$ cat config.mk
export PLATFORM = sky130hd
export DESIGN_NAME = symrate_gen
export DESIGN_NICKNAME = d
export VERILOG_FILES = /design/src/rtl/symrate_pkg.sv /design/src/rtl/symrate_step.sv /design/src/rtl/symrate_acc.sv /design/src/rtl/symrate_gen.sv
export SDC_FILE = /design/constraint.sdc
export NUM_CORES = 1
export LEC_CHECK = 0
export ABC_CLOCK_PERIOD_IN_PS = 3700
export BUFFER_PORTS_ARGS = -buffer_cell sky130_fd_sc_hd__clkbuf_2
export CORE_AREA = 2 2 91 93
export CTS_CLUSTER_DIAMETER = 60
export DETAILED_ROUTE_END_ITERATION = 12
export DIE_AREA = 0 0 93 95
export GPL_ROUTABILITY_DRIVEN = 1
export GPL_TIMING_DRIVEN = 0
export PLACE_DENSITY_LB_ADDON = 0.3
export SLEW_MARGIN = 5
export SYNTH_ARGS = -nofsm -noshare
export SYNTH_HDL_FRONTEND = slang
export SYNTH_HIERARCHICAL = 1
export SYNTH_SLANG_ARGS = --single-unit
$ cat constraint.sdc
create_clock -name clk -period 3.7 [get_ports clk]
set_input_delay 0 -clock clk [delete_from_list [all_inputs] [get_ports clk]]
set_output_delay 0 -clock clk [all_outputs]
set_load 0.005 [all_outputs]
$ cat src/rtl/symrate_pkg.sv
package symrate_pkg;

    localparam int DEF_MANT_W = 8;
    localparam int DEF_EXP_W  = 4;
    localparam int DEF_ACC_W  = 28;

    localparam logic [DEF_MANT_W-1:0] POWERUP_MANT = 8'h22;
    localparam logic [DEF_EXP_W-1:0]  POWERUP_EXP  = 4'd12;

    // significand width plus largest shift
    function automatic int step_width(input int mant_w, input int exp_w);
        return mant_w + 1 + (2 ** exp_w) - 1;
    endfunction

    typedef enum logic [1:0] {
        ACT_HOLD,
        ACT_STEP,
        ACT_ZERO
    } acc_action_e;

endpackage

$ cat src/rtl/symrate_step.sv
module symrate_step #(
    parameter int MANT_W = symrate_pkg::DEF_MANT_W,
    parameter int EXP_W  = symrate_pkg::DEF_EXP_W,
    parameter int STEP_W = symrate_pkg::step_width(MANT_W, EXP_W)
) (
    input  logic [MANT_W-1:0] mant,
    input  logic [EXP_W-1:0]  expo,
    output logic [STEP_W-1:0] step
);
    localparam int SIG_W = MANT_W + 1;

    logic [STEP_W-1:0] stage [EXP_W+1];

    assign stage[0] = {{(STEP_W-SIG_W){1'b0}}, 1'b1, mant};

    for (genvar k = 0; k < EXP_W; k++) begin : g_shift
        assign stage[k+1] = expo[k] ? (stage[k] << (2 ** k)) : stage[k];
    end

    assign step = stage[EXP_W];

endmodule

$ cat src/rtl/symrate_acc.sv
module symrate_acc #(
    parameter int ACC_W  = symrate_pkg::DEF_ACC_W,
    parameter int STEP_W = 24
) (
    input  logic              clk,
    input  logic              rst,
    input  symrate_pkg::acc_action_e action,
    input  logic [STEP_W-1:0] step,
    output logic [ACC_W-1:0]  phase,
    output logic              tick
);
    import symrate_pkg::*;

    logic [ACC_W:0] sum;

    assign sum = {1'b0, phase} + {{(ACC_W+1-STEP_W){1'b0}}, step};

    always_ff @(posedge clk) begin
        if (rst) begin
            phase <= '0;
            tick  <= 1'b0;
        end else begin
            unique case (action)
                ACT_ZERO: begin
                    phase <= '0;
                    tick  <= 1'b0;
                end
                ACT_STEP: begin
                    phase <= sum[ACC_W-1:0];
                    tick  <= sum[ACC_W];
                end
                default: begin
                    tick  <= 1'b0;
                end
            endcase
        end
    end


    step_advance_chk: assert property (@(posedge clk) disable iff (rst)
        action == ACT_STEP |=> phase == ACC_W'($past(phase) + ACC_W'($past(step))));


    wrap_tick_chk: assert property (@(posedge clk) disable iff (rst)
        action == ACT_STEP |=> tick == (phase < $past(phase)));


    hold_when_idle_chk: assert property (@(posedge clk) disable iff (rst)
        action == ACT_HOLD |=> $stable(phase) && !tick);


    clear_zero_chk: assert property (@(posedge clk) disable iff (rst)
        action == ACT_ZERO |=> phase == '0 && !tick);


    reset_zero_chk: assert property (@(posedge clk)
        rst |=> phase == '0 && !tick);

endmodule

$ cat src/rtl/symrate_gen.sv
module symrate_gen #(
    parameter int MANT_W = symrate_pkg::DEF_MANT_W,
    parameter int EXP_W  = symrate_pkg::DEF_EXP_W,
    parameter int ACC_W  = symrate_pkg::DEF_ACC_W
) (
    input  logic              clk,
    input  logic              rst,
    input  logic              en,
    input  logic              clr,
    input  logic [MANT_W-1:0] mant,
    input  logic [EXP_W-1:0]  expo,
    output logic              tick,
    output logic [ACC_W-1:0]  phase
);
    import symrate_pkg::*;

    localparam int STEP_W = step_width(MANT_W, EXP_W);

    logic [STEP_W-1:0] step;
    acc_action_e       action;

    always_comb begin
        if (clr)     action = ACT_ZERO;
        else if (en) action = ACT_STEP;
        else         action = ACT_HOLD;
    end

    symrate_step #(
        .MANT_W (MANT_W),
        .EXP_W  (EXP_W),
        .STEP_W (STEP_W)
    ) step_i (
        .mant (mant),
        .expo (expo),
        .step (step)
    );

    symrate_acc #(
        .ACC_W  (ACC_W),
        .STEP_W (STEP_W)
    ) acc_i (
        .clk    (clk),
        .rst    (rst),
        .action (action),
        .step   (step),
        .phase  (phase),
        .tick   (tick)
    );


    tick_isolated_chk: assert property (@(posedge clk) disable iff (rst)
        tick |=> !tick);


    clear_beats_enable_chk: assert property (@(posedge clk) disable iff (rst)
        clr && en |=> !tick);

endmodule

==> flow_summary.ini <==
[die]
die_height_um = 95
rows = 33
coreArea_sq_mm = 0.00793
io_pins = 45
die_width_um = 93
die_area_sq_mm = 0.00884
start_util_pct = 36.9

[clock_network]
clk_latency_ns = 0.28
numCtsBuffers = 5
htreeDepth = 2
clkTransAtPathRegs_ns = 0.06
postCtsSetupRepairBufs = 0
cts.repair.resized = 0
clockRootBuffer = clkbuf_8
cts_tree = built
clockBufferDepth = 2
ctsHoldBuffers = 0
clock_sinks = 29

[yosys]
yosysTopAreaCellShare_pct = 19.8
synth_simple_gate_area_share_pct = 23.7
synthCells = 388
muxShareOfSynthArea_pct = 5.82
synth_compound_area_share_pct = 28.3
synthTopCellsByArea = dfxtp_1 20%, ha_1 11%, o21ai_0 6.3%, nand2_1 5.9%, a21oi_1 5.8%
synth_top_family_by_area = compound AO/OA/AOI/OAI gates
async_flop_share_pct = 0
syn_area_per_cell_sq_um = 7.54
synth-seq-area-share_pct = 19.8
synth_top_cell_by_area = dfxtp_1
synth_commonest_cells = 46 x nand2_1, 37 x o21ai_0, 34 x a21oi_1, 29 x dfxtp_1, 29 x nor2_1
yosysWarnings = 6
synthXorXnorAreaFrac_pct = 5.99
synth_fa_ha_area_share_pct = 11.4
post_synth_num_cell_types = 72
synthFlopType = dfxtp_1
yosys.cell_count.top_type = nand2_1
synth_nets = 430
syn_area_sq_mm = 0.00293
ys_ff_latch = 29
synth_enable_flop_cells = 0

[pwr]
power_frac_clock_pct = 34.4
combPwrFrac_pct = 25.8
power_switching_w = 0.000255
total_power_w = 0.000797
switching_share_pct = 32.0
powerDensity_mw_per_mm2 = 237
seqPwrFrac_pct = 39.8
intPower_w = 0.000543
p_leak_nw = 1.44
peakVddDrop_v = 0.000109

[detailed_routing]
vias = 3045
first_iter_violations = 230
routed_wl_mm = 8.01
drtAntennaViolNets = 0
firstDrtPassIters = 5
drc_errors = 0
avgRoutedWirePerCell_um = 14.7
viasPerCell = 5.61

[grt]
grtUsageTotal_pct = 18.0
antenna_found_initial = 0
grt_pass1_wl_mm = 12.8
first_global_vias = 2739
grt_start_max_net_pins = 11
gr-total-overflow = 0

[worst_hold_path]
hp-class = in2reg
worstHoldEndpoint = acc_i/tick
hold_depth = 3
min_from = rst

[final_layout]
fillCellCount = 869
fin_util_pct = 42.4
syn2layout_area_growth_pct = 14.8
post_route_cells_drive_above_1_share_pct = 19.2
design.final.nets = 480
diodes = 0

[placement]
port_buffers = 43
pre_cts_slack_ns = 0.337
hpwlAfterDp_mm = 6.45
gp_congestion = 0.928

[worst_setup_path]
reg2reg_slack_ns = 1.09
worstRegToRegCells = 10
worst_ep_required_time_ns = 3.86
reg2reg_to = acc_i/phase[24]
cp-start-kind = input port
r2r_start = acc_i/phase[0]
crit_type = in2reg
critPathArrivalTime_ns = 3.34
crit_fanout = 10
end_kind = flip-flop

[sta]
slew_viol_final = 0
finalClockSkew_ns = 0.00403
worstMarginPinSlew_ns = 1.16
timing.hold.ws_ns = 0.0619
fmax_mhz = 315
post-route-min-period_ns = 3.18
period_share_pct = 85.8
finalHoldViolCount = 0
grt_setup_unrepaired = false
setup_viol = 0
max_slew_margin_pct = 22.5
fin_ws_ns = 0.525
fin_setup_tns_ns = 0

[run_status]
status = finished, final reports clean

[run]
max_cap_violations = 0
-- stage by stage --
stage | cell area, sq um | cells
after floorplan | 2930 | 388
after global placement | 3270 | 536
after detailed placement | 3270 | 536
after CTS | 3360 | 543
after global routing | 3360 | 543
final | 3360 | 543
-- cell usage in the layout, fill, tap and decap left out, types with 9 or more instances in the layout --
cell | netlist | layout
ha_1 | 25 | 25
o21ai_0 | 37 | 37
nor2_1 | 29 | 29
inv_1 | 10 | 10
nand3_1 | 9 | 9
a21oi_1 | 34 | 34
xor2_1 | 11 | 11
xnor2_1 | 9 | 9
dfxtp_1 | 29 | 29
clkbuf_2 | 2 | 45
clkbuf_1 | 9 | 10
nand2_1 | 46 | 46
nor3_1 | 9 | 9
-- cell families (layout without fill, tap and decap cells) --
| logic type | Yosys count | count (layout) |
|---|---|---|
| muxes | 14 | 14 |
| and+or+nand+nor | 139 | 139 |
| buffers and inverters | 31 | 81 |
| xor gates and xnor gates | 20 | 20 |
| DFF | 29 | 29 |
| AOI/OAI and AO/OA | 129 | 129 |
| adders and majority gates | 26 | 26 |
-- state kept, by name, indices dropped and copies added (netlist names) --
| signal | count |
|---|---|
| acc_i/phase | 28 |
| acc_i/tick | 1 |
-- layer usage --
metal  share of wire (%)  track usage, %  vias to the layer above
li1                    -               -                     1523
met1                  47            24.3                     1421
met2                  47            30.0                       87
met3                 4.7            2.87                       14
met4                 1.9            4.78                        0
met5                   0               0                        -
-- critical path: stages --
cell and delay, ns:
clkbuf_1 0.31, clkinv_1 0.33, a2111oi_0 0.66, ha_1 0.36, buf_2 0.17, a21oi_1 0.20, nor2_1 0.08, a211oi_1 0.52
nand2_1 0.11, a21oi_1 0.17, a311oi_1 0.07, mux2_1 0.34
-- worst max path at each step --
stage	endpoint	depth (start not counted)	slack (ns)	start
2_1_floorplan	acc_i/phase[27]	12	0.82	expo[1]
3_3_place_gp	acc_i/phase[27]	13	0.35	expo[2]
3_5_place_dp	acc_i/phase[27]	12	0.34	expo[3]
4_1_cts	acc_i/phase[27]	12	0.60	expo[3]
5_1_grt	acc_i/phase[27]	12	0.21	expo[3]
6_report	acc_i/phase[27]	12	0.52	expo[3]
-- power groups by stage --
stage	Clock, W	Combinational (W)	Sequential (W)
finish	0.000274	0.000206	0.000317
global route	0.000294	0.000227	0.000317
CTS	0.000282	0.000204	0.000317
detailed placement	0	0.000203	0.000324
global placement	0	0.000201	0.000324
floorplan	0	0.000148	0.000324
-- area by class of cell --
cell class,count,area [sq um],area share [%]
multi-input combinational,328,2200,65.5
sequential,29,581,17.3
timing repair buffer,43,215,6.41
tap,105,131,3.91
buffer,20,104,3.09
clock buffer,7,86.3,2.57
inverter,11,41.3,1.23
No activity file was read; power rests on OpenSTA's default activity.
